**src/rtl/alu_slice4_pkg.sv**
```systemverilog
package alu_slice4_pkg;

  typedef enum logic [2:0] {
    FN_CLEAR   = 3'd0,
    FN_B_SUB_A = 3'd1,
    FN_A_SUB_B = 3'd2,
    FN_ADD     = 3'd3,
    FN_XOR     = 3'd4,
    FN_OR      = 3'd5,
    FN_AND     = 3'd6,
    FN_SET     = 3'd7
  } func_e;

  function automatic logic is_arith(func_e fn);
    return (fn == FN_B_SUB_A) || (fn == FN_A_SUB_B) || (fn == FN_ADD);
  endfunction

endpackage

```
**src/rtl/alu_operand_cond.sv**
```systemverilog
module alu_operand_cond
  import alu_slice4_pkg::*;
#(
  parameter int WIDTH = 4
) (
  input  logic [WIDTH-1:0] a_i,
  input  logic [WIDTH-1:0] b_i,
  input  func_e            fn_i,
  output logic [WIDTH-1:0] x_o,
  output logic [WIDTH-1:0] y_o,
  output logic             arith_o
);

  // Inversion of one operand turns an adder into a subtractor once the
  // least significant carry is forced high.
  always_comb begin
    x_o = a_i;
    y_o = b_i;
    unique case (fn_i)
      FN_B_SUB_A: x_o = ~a_i;
      FN_A_SUB_B: y_o = ~b_i;
      default: ;
    endcase
  end

  assign arith_o = is_arith(fn_i);

  always_comb begin
    if (fn_i == FN_B_SUB_A) begin
      p_invert_a_r2: assert ((x_o ^ a_i) == '1 && y_o == b_i);
    end
    if (fn_i == FN_A_SUB_B) begin
      p_invert_b_r3: assert ((y_o ^ b_i) == '1 && x_o == a_i);
    end
  end

endmodule

```
**src/rtl/alu_cla_core.sv**
```systemverilog
module alu_cla_core #(
  parameter int WIDTH = 4
) (
  input  logic [WIDTH-1:0] x_i,
  input  logic [WIDTH-1:0] y_i,
  input  logic             cin_i,
  output logic [WIDTH-1:0] sum_o,
  output logic             grp_gen_o,
  output logic             grp_prop_o
);

  localparam int EXT = WIDTH + 1;

  logic [WIDTH-1:0] bit_gen;
  logic [WIDTH-1:0] bit_prop;
  logic [WIDTH-1:0] half_sum;
  logic [WIDTH-1:0] gen_chain;
  logic [WIDTH-1:0] prop_chain;
  logic [WIDTH:0]   carry;

  assign carry[0] = cin_i;

  for (genvar i = 0; i < WIDTH; i++) begin : g_bit
    assign bit_gen[i]  = x_i[i] & y_i[i];
    assign bit_prop[i] = x_i[i] | y_i[i];
    assign half_sum[i] = x_i[i] ^ y_i[i];
    assign carry[i+1]  = bit_gen[i] | (bit_prop[i] & carry[i]);
    assign sum_o[i]    = half_sum[i] ^ carry[i];
    if (i == 0) begin : g_first
      assign gen_chain[i]  = bit_gen[i];
      assign prop_chain[i] = bit_prop[i];
    end else begin : g_rest
      assign gen_chain[i]  = bit_gen[i] | (bit_prop[i] & gen_chain[i-1]);
      assign prop_chain[i] = bit_prop[i] & prop_chain[i-1];
    end
  end

  assign grp_gen_o  = gen_chain[WIDTH-1];
  assign grp_prop_o = prop_chain[WIDTH-1];

  always_comb begin
    p_sum_matches_r13: assert ({carry[WIDTH], sum_o} ==
                               EXT'(x_i) + EXT'(y_i) + EXT'(cin_i));
    p_group_carry_r11: assert (carry[WIDTH] == (grp_gen_o | (grp_prop_o & cin_i)));
  end

endmodule

```
**src/rtl/alu_logic_unit.sv**
```systemverilog
module alu_logic_unit
  import alu_slice4_pkg::*;
#(
  parameter int WIDTH = 4
) (
  input  logic [WIDTH-1:0] a_i,
  input  logic [WIDTH-1:0] b_i,
  input  func_e            fn_i,
  output logic [WIDTH-1:0] res_o
);

  logic [WIDTH-1:0] and_res;
  logic [WIDTH-1:0] or_res;
  logic [WIDTH-1:0] xor_res;

  assign and_res = a_i & b_i;
  assign or_res  = a_i | b_i;
  assign xor_res = a_i ^ b_i;

  always_comb begin
    unique case (fn_i)
      FN_XOR:  res_o = xor_res;
      FN_OR:   res_o = or_res;
      FN_AND:  res_o = and_res;
      FN_SET:  res_o = '1;
      default: res_o = '0;
    endcase
  end

  always_comb begin
    p_and_within_or_r7: assert ((and_res & ~or_res) == '0);
    p_xor_split_r5: assert ((xor_res | and_res) == or_res);
  end

endmodule

```
**src/rtl/alu_slice4.sv**
```systemverilog
module alu_slice4
  import alu_slice4_pkg::*;
#(
  parameter int WIDTH = 4
) (
  input  logic [WIDTH-1:0] op_a,
  input  logic [WIDTH-1:0] op_b,
  input  logic [2:0]       func_sel,
  input  logic             carry_in,
  output logic [WIDTH-1:0] result,
  output logic             grp_gen_n,
  output logic             grp_prop_n
);

  func_e            fn;
  logic [WIDTH-1:0] x_op;
  logic [WIDTH-1:0] y_op;
  logic             arith;
  logic [WIDTH-1:0] sum;
  logic             grp_gen;
  logic             grp_prop;
  logic [WIDTH-1:0] logic_res;

  assign fn = func_e'(func_sel);

  alu_operand_cond #(.WIDTH(WIDTH)) u_cond (
    .a_i     (op_a),
    .b_i     (op_b),
    .fn_i    (fn),
    .x_o     (x_op),
    .y_o     (y_op),
    .arith_o (arith)
  );

  alu_cla_core #(.WIDTH(WIDTH)) u_core (
    .x_i        (x_op),
    .y_i        (y_op),
    .cin_i      (carry_in),
    .sum_o      (sum),
    .grp_gen_o  (grp_gen),
    .grp_prop_o (grp_prop)
  );

  alu_logic_unit #(.WIDTH(WIDTH)) u_logic (
    .a_i   (op_a),
    .b_i   (op_b),
    .fn_i  (fn),
    .res_o (logic_res)
  );

  // Outside arithmetic the group terms park at "propagate, no generate"
  // so a lookahead unit forwards its incoming carry unchanged.
  assign result     = arith ? sum : logic_res;
  assign grp_gen_n  = arith ? ~grp_gen  : 1'b1;
  assign grp_prop_n = arith ? ~grp_prop : 1'b0;

  always_comb begin
    if (fn == FN_CLEAR) begin
      p_clear_zero_r1: assert (result == '0);
    end
    if (fn == FN_SET) begin
      p_preset_ones_r8: assert (result == '1);
    end
    if (!arith) begin
      p_parked_group_r12: assert (grp_gen_n && !grp_prop_n);
    end
  end

endmodule

```
**config.mk**
```make
export PLATFORM = sky130hd
export DESIGN_NAME = alu_slice4
export DESIGN_NICKNAME = d
export VERILOG_FILES = /design/src/rtl/alu_slice4_pkg.sv /design/src/rtl/alu_operand_cond.sv /design/src/rtl/alu_cla_core.sv /design/src/rtl/alu_logic_unit.sv /design/src/rtl/alu_slice4.sv
export SDC_FILE = /design/constraint.sdc
export NUM_CORES = 1
export LEC_CHECK = 0
export ABC_AREA = 1
export BUFFER_PORTS_ARGS = -buffer_cell sky130_fd_sc_hd__buf_2
export CAP_MARGIN = 40
export CELL_PAD_IN_SITES_DETAIL_PLACEMENT = 0
export CELL_PAD_IN_SITES_GLOBAL_PLACEMENT = 2
export CORE_MARGIN = 1
export CORE_UTILIZATION = 25
export DETAILED_ROUTE_END_ITERATION = 10
export MAX_ROUTING_LAYER = met4
export PLACE_DENSITY_LB_ADDON = 0.25
export SLEW_MARGIN = 25
export SYNTH_ARGS = -nofsm -noshare
export SYNTH_HDL_FRONTEND = slang
export SYNTH_SLANG_ARGS = --single-unit
```
**constraint.sdc**
```tcl
create_clock -name vclk -period 5.45
set_clock_uncertainty 0.05 [all_clocks]
set_input_delay 0.2725 -clock vclk [all_inputs]
set_output_delay 0.2725 -clock vclk [all_outputs]
set_load 0.01 [all_outputs]
```
# ---- Yosys cells after proc, flatten, opt, wreduce, memory -nomap -nowiden
# Cells that the tools add are included.
dict set report op_classes {
  addsub 0
  multipliers 0
  n_div 0
  order_cmp 0
  eq_ne 7
  shift 0
  mux 6
  bitwise 38
  reduce_logical 2
}
# operator count
set ops {}
lappend ops {{$pmux W4 S4} 1}
lappend ops {{$and A1 B1 Y1} 13}
lappend ops {{$eq A3 B3 Y1 const B} 4}
lappend ops {{$mux W4} 3}
lappend ops {{$or A1 B1 Y1} 10}
lappend ops {{$not A4 Y4} 2}
lappend ops {{$xor A1 B1 Y1} 8}
lappend ops {{$eq A3 B2 Y1 const B} 2}
lappend ops {{$and A4 B4 Y4} 1}
lappend ops {{$or A4 B4 Y4} 1}
lappend ops {{$xor A4 B4 Y4} 1}
lappend ops {{$eq A3 B1 Y1 const B} 1}
lappend ops {{$logic_or A1 B1 Y1} 2}
lappend ops {{$mux W1} 2}
lappend ops {{$not A1 Y1} 2}
dict set report word_totals {
  register_bits 0
  latchBits 0
  mem_bits_rw 0
  mem_bits_ro 0
  in_bits 12
  out_inout_bits 6
  mem_count 0
}

# ---- Logic depth before layout (Yosys ltp)
# Gate-level depths: netlist of run 1.
dict set report logic_depth {
  depth_word 11
  ltp_mapped 13
}

# ---- Hierarchy
# From an unflattened synthesis of run 1, not the netlist that was laid out.
dict set report hier_totals {
  cells_unflattened 127
  hier_area_um2 759.5
}
# module n_inst cells_each area_each_um2
set by_module_without_submodules {}
lappend by_module_without_submodules {alu_logic_unit 1 41 272.8}
lappend by_module_without_submodules {alu_cla_core 1 35 257.7}
lappend by_module_without_submodules {alu_operand_cond 1 36 172.7}
lappend by_module_without_submodules {alu_slice4 1 15 56.3}

# ---- Worst setup path before layout of run 1
# No wires, ideal clock.
dict set report synth_timing {
  kind {input to output}
  from {input port func_sel[1]}
  to {output port result[2]}
  arrival_ns 2.303
  required_ns 5.128
  setup_slack_ns 2.824
  stages 11
  path_cell_list {buf_6 -> inv_4 -> nand3_4 -> xor2_2 -> inv_2 -> fa_1 -> fa_1 -> fa_1 -> inv_1 -> nand2_1 -> nand4_1}
}
dict set report synth_via {
  elab_chain_len 9
}
# element line
set synth_rtl {}
lappend synth_rtl {{start: declaration} alu_slice4.sv:8} ;# input logic [2:0] func_sel,
lappend synth_rtl {{$eq A3 B1 Y1 or $eq A3 B2 Y1 (tied branches)} {alu_slice4_pkg.sv:15, alu_operand_cond.sv:19}}
lappend synth_rtl {{$mux W4} alu_operand_cond.sv:19} ;# unique case (fn_i)
lappend synth_rtl {{$or A1 B1 Y1} alu_cla_core.sv:25} ;# assign bit_prop[i] = x_i[i] | y_i[i];
lappend synth_rtl {{$and A1 B1 Y1} alu_cla_core.sv:27} ;# assign carry[i+1] = bit_gen[i] | (bit_prop[i] & carry[i]);
lappend synth_rtl {{$or A1 B1 Y1} alu_cla_core.sv:27}
lappend synth_rtl {{$and A1 B1 Y1} alu_cla_core.sv:27}
lappend synth_rtl {{$or A1 B1 Y1} alu_cla_core.sv:27}
lappend synth_rtl {{$xor A1 B1 Y1} alu_cla_core.sv:28} ;# assign sum_o[i] = half_sum[i] ^ carry[i];
lappend synth_rtl {{$mux W4 *} alu_slice4.sv:53} ;# assign result = arith ? sum : logic_res;
lappend synth_rtl {{end: declaration} alu_slice4.sv:10} ;# output logic [WIDTH-1:0] result,
# Every way passes the cells marked *; elsewhere a longest branch is shown, timed or not.

# ---- Worst setup path in the final report of run 1
dict set report layout_timing {
  from {input port func_sel[2]}
  to {output port result[2]}
}
# Same word-level chain as after synthesis.

==> results.py, run 1 <==
metrics = {
    "status": {
        "outcome": "finished, final reports clean",
    },
    "cells_and_area": {
        "num-nets-final": 146,
        "fin_cells": 144,
        "area_growth_pct": 12.2,
        "seq_area_sq_um": 0,
        "layout-drive-gt1-share_pct": 36.3,
        "fillCellCount": 322,
        "seq_cells": 0,
        "n_clock_buffer": 0,
        "n_antenna_cell": 0,
        "multi_input_area_sq_um": 608,
        "fin_util_pct": 30.7,
    },
    "placed_design": {
        "dp.cells": 144,
        "dp_hpwl_microns": 1270,
        "post-place-ws_ps": 2500,
        "port_buffers": 18,
        "place_congestion": 0.702,
    },
    "synth": {
        "yosysWarnings": 0,
        "synthesis.area_sq_um": 779,
        "syn-mean-instance-area_sq_um": 7.95,
        "synth_top_area_cell": "ha_1",
        "ys_seq_area_share_pct": 0,
        "syn_nets": 129,
        "yosys.area.top_type_share_pct": 25.7,
        "yosysMostFrequentCell": "inv_1",
        "synth_common_cells": "inv_1 (23), ha_1 (16), nand2_1 (16)",
        "synth_cell_types": 16,
        "synth_area_leaders": "ha_1 (26%), xor2_2 (17%), inv_1 (11%)",
        "netlist_instances": 98,
    },
    "power": {
        "clockPowerShare_pct": 0,
        "p_sw_uw": 44.8,
        "total_power_uw": 75.5,
        "cellInternalPower_uw": 30.7,
        "ir_drop_uv": 31.7,
        "p_leak_uw": 0.000477,
        "power.share.sequential_pct": 0,
        "power_density_nw_per_um2": 86.3,
        "power_frac_comb_pct": 100.0,
        "p_sw_share_pct": 59.4,
    },
    "global_routing": {
        "grt_pass1_vias": 551,
        "antenna_found_initial": 0,
        "grt_pass1_wl_microns": 2550,
        "grt_max_degree": 11,
        "overflow": 0,
        "track_usage_pct": 9.52,
    },
    "critical_path": {
        "crit_family": "adder cells",
        "worstPathCellList": "buf_2 -> inv_6 -> nand3_4 -> xor2_2 -> inv_2 -> fa_1 -> fa_1 -> fa_1 -> inv_1 -> nand2_1 -> nand4_1 -> buf_2",
        "cpMaxStageDelayCell": "fa_1",
        "cp-end-kind": "output port",
        "path_class": "in -> out",
        "cp.arrival_ps": 2600,
        "setup.worst_path.start_class": "input port",
        "critPathRequiredTime_ps": 5130,
        "crit_top_cell": "fa_1",
        "cp_max_fo": 10,
        "cpPeakStageDelay_ps": 490,
        "critPathBufInv": 5,
    },
    "route": {
        "first_pass_iters": 3,
        "wire_per_inst_microns": 9.42,
        "dr_total_vias": 590,
        "drt_wl_total_microns": 1360,
        "vias_per_cell": 4.10,
        "drc": 0,
        "ant_nets": 0,
        "dr.first_iter.drc_count": 11,
    },
    "floorplan": {
        "io_pins": 18,
        "die_h_microns": 57.8,
        "die_area_sq_um": 3350,
        "rows": 19,
        "die-width_microns": 57.8,
        "core_sq_um": 2850,
        "start_util_pct": 27.3,
    },
    "sta": {
        "setup_tns_ps": 0,
        "setup_viol": 0,
        "worst_pin_slew_ps": 321,
        "period_needed_ps": 2920,
        "period_share_pct": 53.7,
        "fmax_mhz": 342,
        "drv_slew": 0,
        "rsz0062_at_grt": "no",
        "max_slew_margin_pct": 78.5,
        "finalHoldViolCount": 0,
        "setup_ws_ps": 2530,
    },
    "clocking": {
        "hold_buffers": 0,
        "cts_setup_buffers": 0,
        "ctsResizeCount": 0,
    },
    "min_path": {
        "hp-class": "in -> out",
    },
    "run": {
        "cap_violations": 0,
    },
}
==> final cells by class <==
| type | instances | share of cell area (%) |
|---|---|---|
| inverters | 34 | 15.7 |
| multi-input cells | 61 | 69.5 |
| well taps | 31 | 4.43 |
| repair buffers | 18 | 10.3 |
==> kinds of logic after synthesis <==
family	synth area share, %
buffers and inverters	22.0
AO/OA/AOI/OAI	6.90
AND/OR/NAND/NOR	19.9
XOR/XNOR	17.8
adder cells (fa/ha/maj)	33.4
==> metal layers <==
layer	vias up	share of wire [%]	global-route usage [%]
li1	318	-	-
met1	262	50	15.0
met2	10	48	14.6
met3	0	2.6	0
met4	0	0	0
met5	-	0	-
==> through the flow <==
stage | cell area (sq um) | hold slack, ps
5_1_grt | 875 | 1040
6_report | 875 | 1000
3_5_place_dp | 875 | 1000
3_3_place_gp | 875 | 1000
4_1_cts | 875 | 1010
2_1_floorplan | 779 | 768
==> power groups by stage <==
stage,clock network [uW],registers [uW],logic (uW)
6_report,0,0,75.5
5_1_grt,0,0,88.6
4_1_cts,0,0,78.1
3_5_place_dp,0,0,76.9
3_3_place_gp,0,0,77.7
2_1_floorplan,0,0,56.4
==> final timing paths <==
path               startpoint        end  cells past startpoint
hold / removal    func_sel[0]  result[1]                      4
setup / recovery  func_sel[2]  result[2]                     12
==> cell usage in the layout (no fill, tap or decap) <==
cell / netlist / final
nand4_1: 8 / 8
fa_1: 3 / 3
o211ai_1: 4 / 4
a21oi_4: 1 / 1
inv_6: 1 / 1
xor2_2: 8 / 8
inv_1: 23 / 23
o31ai_1: 1 / 1
ha_1: 16 / 16
nand2_1: 16 / 16
inv_4: 2 / 2
inv_2: 8 / 8
nor3_2: 1 / 1
buf_2: 0 / 18
xnor2_1: 1 / 1
nand3_4: 2 / 2
No activity file was read; power rests on OpenSTA's default activity.
==> run 2, diff against run 1 <==
- ABC_AREA: 1 -> 0
- clock period: 5.45 -> 2.8 ns (I/O delays scaled with it)
==> results.py, run 2 <==
metrics = {
    "status": {
        "outcome": "finished, final reports clean",
    },
    "cells_and_area": {
        "fin_util_pct": 34.3,
        "num-nets-final": 128,
        "fin_cells": 123,
        "final_cell_mix": "inv_1 (19), buf_2 (18), ha_1 (16)",
        "area_growth_pct": 25.0,
        "seq_area_sq_um": 0,
        "n_clock_buffer": 0,
        "n_antenna_cell": 0,
        "final_common_cell": "inv_1",
        "seq_cells": 0,
        "layout-drive-gt1-share_pct": 30.5,
    },
    "synth": {
        "syn-mean-instance-area_sq_um": 8.52,
        "synthesis.area_sq_um": 631,
        "yosysWarnings": 0,
        "synth_area_leaders": "ha_1 (32%), inv_1 (11%), xnor2_1 (11%)",
        "yosys.area.top_type_share_pct": 31.7,
        "synth_top_area_cell": "ha_1",
        "syn_nets": 105,
        "ys_seq_area_share_pct": 0,
        "synth_cell_types": 21,
        "netlist_instances": 74,
        "yosysMostFrequentCell": "inv_1",
        "synth_common_cells": "inv_1 (19), ha_1 (16), xnor2_1 (8)",
    },
    "global_routing": {
        "overflow": 0,
        "grt_max_degree": 9,
        "antenna_found_initial": 0,
        "grt_pass1_wl_microns": 2220,
        "track_usage_pct": 10.7,
        "grt_pass1_vias": 516,
    },
    "floorplan": {
        "rows": 17,
        "die_h_microns": 52.2,
        "io_pins": 18,
        "die-width_microns": 52.2,
        "core_sq_um": 2300,
        "die_area_sq_um": 2730,
        "start_util_pct": 27.5,
    },
    "placed_design": {
        "dp.cells": 122,
        "place_congestion": 0.718,
        "dp_hpwl_microns": 1180,
        "port_buffers": 18,
        "post-place-ws_ps": 88.5,
    },
    "critical_path": {
        "crit_top_cell": "fa_1",
        "path_class": "in -> out",
        "cpPeakStageDelay_ps": 460,
        "worstPathCellList": "buf_2 -> nor3b_4 -> xnor2_2 -> inv_1 -> fa_1 -> fa_1 -> fa_1 -> a221oi_2 -> buf_2",
        "critPathRequiredTime_ps": 2610,
        "cp.arrival_ps": 2440,
        "cp-end-kind": "output port",
        "cpMaxStageDelayCell": "fa_1",
        "setup.worst_path.start_class": "input port",
        "cp_max_fo": 5,
    },
    "min_path": {
        "worst_hold_startpoint": "op_b[1]",
        "hp-class": "in -> out",
        "min_to": "result[1]",
        "worstHoldPathCells": 5,
    },
    "route": {
        "wire_per_inst_microns": 10.4,
        "dr_total_vias": 523,
        "vias_per_cell": 4.25,
        "first_pass_iters": 4,
        "dr.first_iter.drc_count": 1,
        "ant_nets": 0,
        "drc": 0,
        "drt_wl_total_microns": 1280,
    },
    "sta": {
        "finalHoldViolCount": 0,
        "drv_slew": 0,
        "rsz0062_at_grt": "no",
        "setup_ws_ps": 173,
        "max_slew_margin_pct": 71.7,
        "setup_viol": 0,
        "setup_tns_ps": 0,
        "fmax_mhz": 381,
        "period_needed_ps": 2630,
        "worst_pin_slew_ps": 420,
        "period_share_pct": 93.8,
    },
    "power": {
        "power_density_nw_per_um2": 177,
        "ir_drop_uv": 75.6,
        "p_leak_uw": 0.000427,
    },
    "clocking": {
        "hold_buffers": 0,
    },
    "run": {
        "cap_violations": 0,
    },
}
==> run 2: repair_timing <==
| item | in CTS | in global routing |
|---|---|---|
| endpoints found under the setup margin | 0 | 1 |
| resized for setup | 0 | 2 |
| buffers inserted | 0 | 1 |
==> run 2: worst max-delay path by stage <==
stage | slack (ps) | to | start | cells after the start
after floorplan | 160 | result[2] | func_sel[0] | 8
after global placement | 120 | result[2] | func_sel[0] | 9
after detailed placement | 90 | result[2] | func_sel[0] | 9
after CTS | 70 | result[2] | func_sel[0] | 9
after global routing | 20 | result[2] | func_sel[0] | 9
final | 170 | result[2] | func_sel[0] | 9
==> run 2: stage by stage <==
step	instance area, sq um	total power [uW]	hold WS, ps
3_5_place_dp	767	136	746
5_1_grt	788	160	786
4_1_cts	767	137	748
2_1_floorplan	631	89.5	482
3_3_place_gp	767	137	744
6_report	788	140	733
==> run 2: power breakdown <==
| group | leakage [uW] | switching (uW) | internal [uW] |
|---|---|---|---|
| clock | 0 | 0 | 0 |
| sequential | 0 | 0 | 0 |
| combinational | 0.000427 | 72.9 | 67.0 |
==> run 2: layout make-up <==
cell class	instances	area, sq um
Fill cell	257	1510
Tap cell	28	35.0
Inverter	19	71.3
Multi-Input combinational cell	53	554
Timing Repair Buffer	23	128
==> run 2: metal layers <==
layer	wire length (microns)	global-route usage, %	vias to the layer above
met5	0	-	-
met4	0	0	0
met3	34	0	0
met2	604	19.0	11
met1	642	14.6	231
li1	-	-	281
==> run 2: cell families after synthesis <==
logic type | Yosys count | share of synthesized area [%]
buf+inv | 21 | 14.3
fa+ha+maj | 19 | 41.3
compound gates | 12 | 13.7
simple gates | 12 | 16.5
xor+xnor | 9 | 12.5
mux | 1 | 1.79
==> run 2: critical path, delay by kind of cell <==
| family | cells | cell delay, ps |
|---|---|---|
| fa+ha+maj | 3 | 1250 |
| compound gates | 1 | 250 |
| buf+inv | 3 | 400 |
| xor+xnor | 1 | 140 |
| simple gates | 1 | 250 |
==> run 3, diff against run 2 <==
- clock period: 2.8 -> 3 ns (I/O delays scaled with it)
==> results.py, run 3 (synthesis gave the netlist of run 2 again) <==
metrics = {
    "global_routing": {
        "grt_pass1_wl_microns": 2160,
        "grt_pass1_vias": 489,
        "track_usage_pct": 10.5,
        "grt_max_degree": 11,
        "overflow": 0,
        "antenna_found_initial": 0,
    },
    "sta": {
        "fmax_mhz": 363,
        "finalHoldViolCount": 0,
        "period_share_pct": 91.9,
        "setup_viol": 0,
        "period_needed_ps": 2760,
        "setup_tns_ps": 0,
        "rsz0062_at_grt": "no",
        "drv_slew": 0,
        "max_slew_margin_pct": 72.0,
        "worst_pin_slew_ps": 415,
    },
    "route": {
        "drt_wl_total_microns": 1200,
        "first_pass_iters": 2,
        "ant_nets": 0,
        "vias_per_cell": 4.36,
        "wire_per_inst_microns": 10.0,
        "dr_total_vias": 523,
        "dr.first_iter.drc_count": 1,
        "drc": 0,
    },
    "floorplan": {
        "die-width_microns": 52.2,
        "io_pins": 18,
        "core_sq_um": 2300,
        "die_area_sq_um": 2730,
        "start_util_pct": 27.5,
        "rows": 17,
        "die_h_microns": 52.2,
    },
    "placed_design": {
        "place_congestion": 0.687,
        "place_area_sq_um": 752,
        "dp_hpwl_microns": 1120,
        "port_buffers": 18,
        "dp.cells": 120,
    },
    "cells_and_area": {
        "n_antenna_cell": 0,
        "seq_area_sq_um": 0,
        "postLayoutCellArea_sq_um": 752,
        "layout-drive-gt1-share_pct": 26.1,
        "area_growth_pct": 19.2,
        "seq_cells": 0,
        "n_clock_buffer": 0,
        "num-nets-final": 125,
        "fin_cells": 120,
        "final_cell_mix": "inv_1 (19), buf_2 (18), ha_1 (16)",
        "fin_util_pct": 32.7,
        "final_common_cell": "inv_1",
    },
    "critical_path": {
        "cp.arrival_ps": 2560,
        "cp_max_fo": 9,
        "path_class": "in -> out",
        "cp-end-kind": "output port",
        "setup.worst_path.start_class": "input port",
        "critPathRequiredTime_ps": 2800,
    },
    "power": {
        "p_leak_uw": 0.000406,
        "ir_drop_uv": 64.0,
        "power_density_nw_per_um2": 161,
    },
    "clocking": {
        "hold_buffers": 0,
        "cts_setup_buffers": 0,
        "ctsResizeCount": 0,
    },
    "min_path": {
        "hp-class": "in -> out",
        "worst_hold_startpoint": "op_b[1]",
        "min_to": "result[1]",
        "worstHoldPathCells": 5,
    },
    "run": {
        "cap_violations": 0,
    },
    "status": {
        "outcome": "finished, final reports clean",
    },
}
[run 3: worst max path at each step]
| stage | start | end | slack (ps) | cells past startpoint |
|---|---|---|---|---|
| 2_1_floorplan | func_sel[0] | result[2] | 340 | 8 |
| 3_3_place_gp | func_sel[0] | result[2] | 230 | 9 |
| 3_5_place_dp | func_sel[0] | result[2] | 240 | 9 |
| 4_1_cts | func_sel[0] | result[2] | 230 | 9 |
| 5_1_grt | func_sel[0] | result[2] | 80 | 9 |
| 6_report | func_sel[0] | result[2] | 240 | 9 |
[run 3: critical path, cell delays in order]
cell	delay [ps]
buf_2	190
nor3b_4	230
xnor2_1	180
inv_1	110
fa_1	410
fa_1	380
fa_1	440
a221oi_1	270
buf_2	180
[run 3: power breakdown]
part	total (uW)	switching, uW	leakage (uW)	internal (uW)
logic	121	64.8	0.000406	56.5
registers	0	0	0	0
clock network	0	0	0	0
total	121	64.8	0.000406	56.5
[run 3: metrics by stage]
step / total power, uW / hold WS (ps) / worst slack, ps
final: 121 / 769 / 242
after global routing: 139 / 803 / 83.2
after CTS: 125 / 780 / 228
after detailed placement: 124 / 778 / 242
after global placement: 125 / 768 / 234
after floorplan: 83.6 / 502 / 344
[run 3: final cells by class]
| cell class | count | area [sq um] |
|---|---|---|
| fill | 271 | 1550 |
| multi-input combinational | 53 | 541 |
| timing repair buffer | 20 | 105 |
| inverter | 19 | 71.3 |
| tap | 28 | 35.0 |
[run 3: per-layer routing]
metal / wire, microns / GRT usage [%]
met4: 0 / 0
met1: 603 / 14.6
met2: 557 / 18.2
met3: 40 / 0
met5: 0 / -
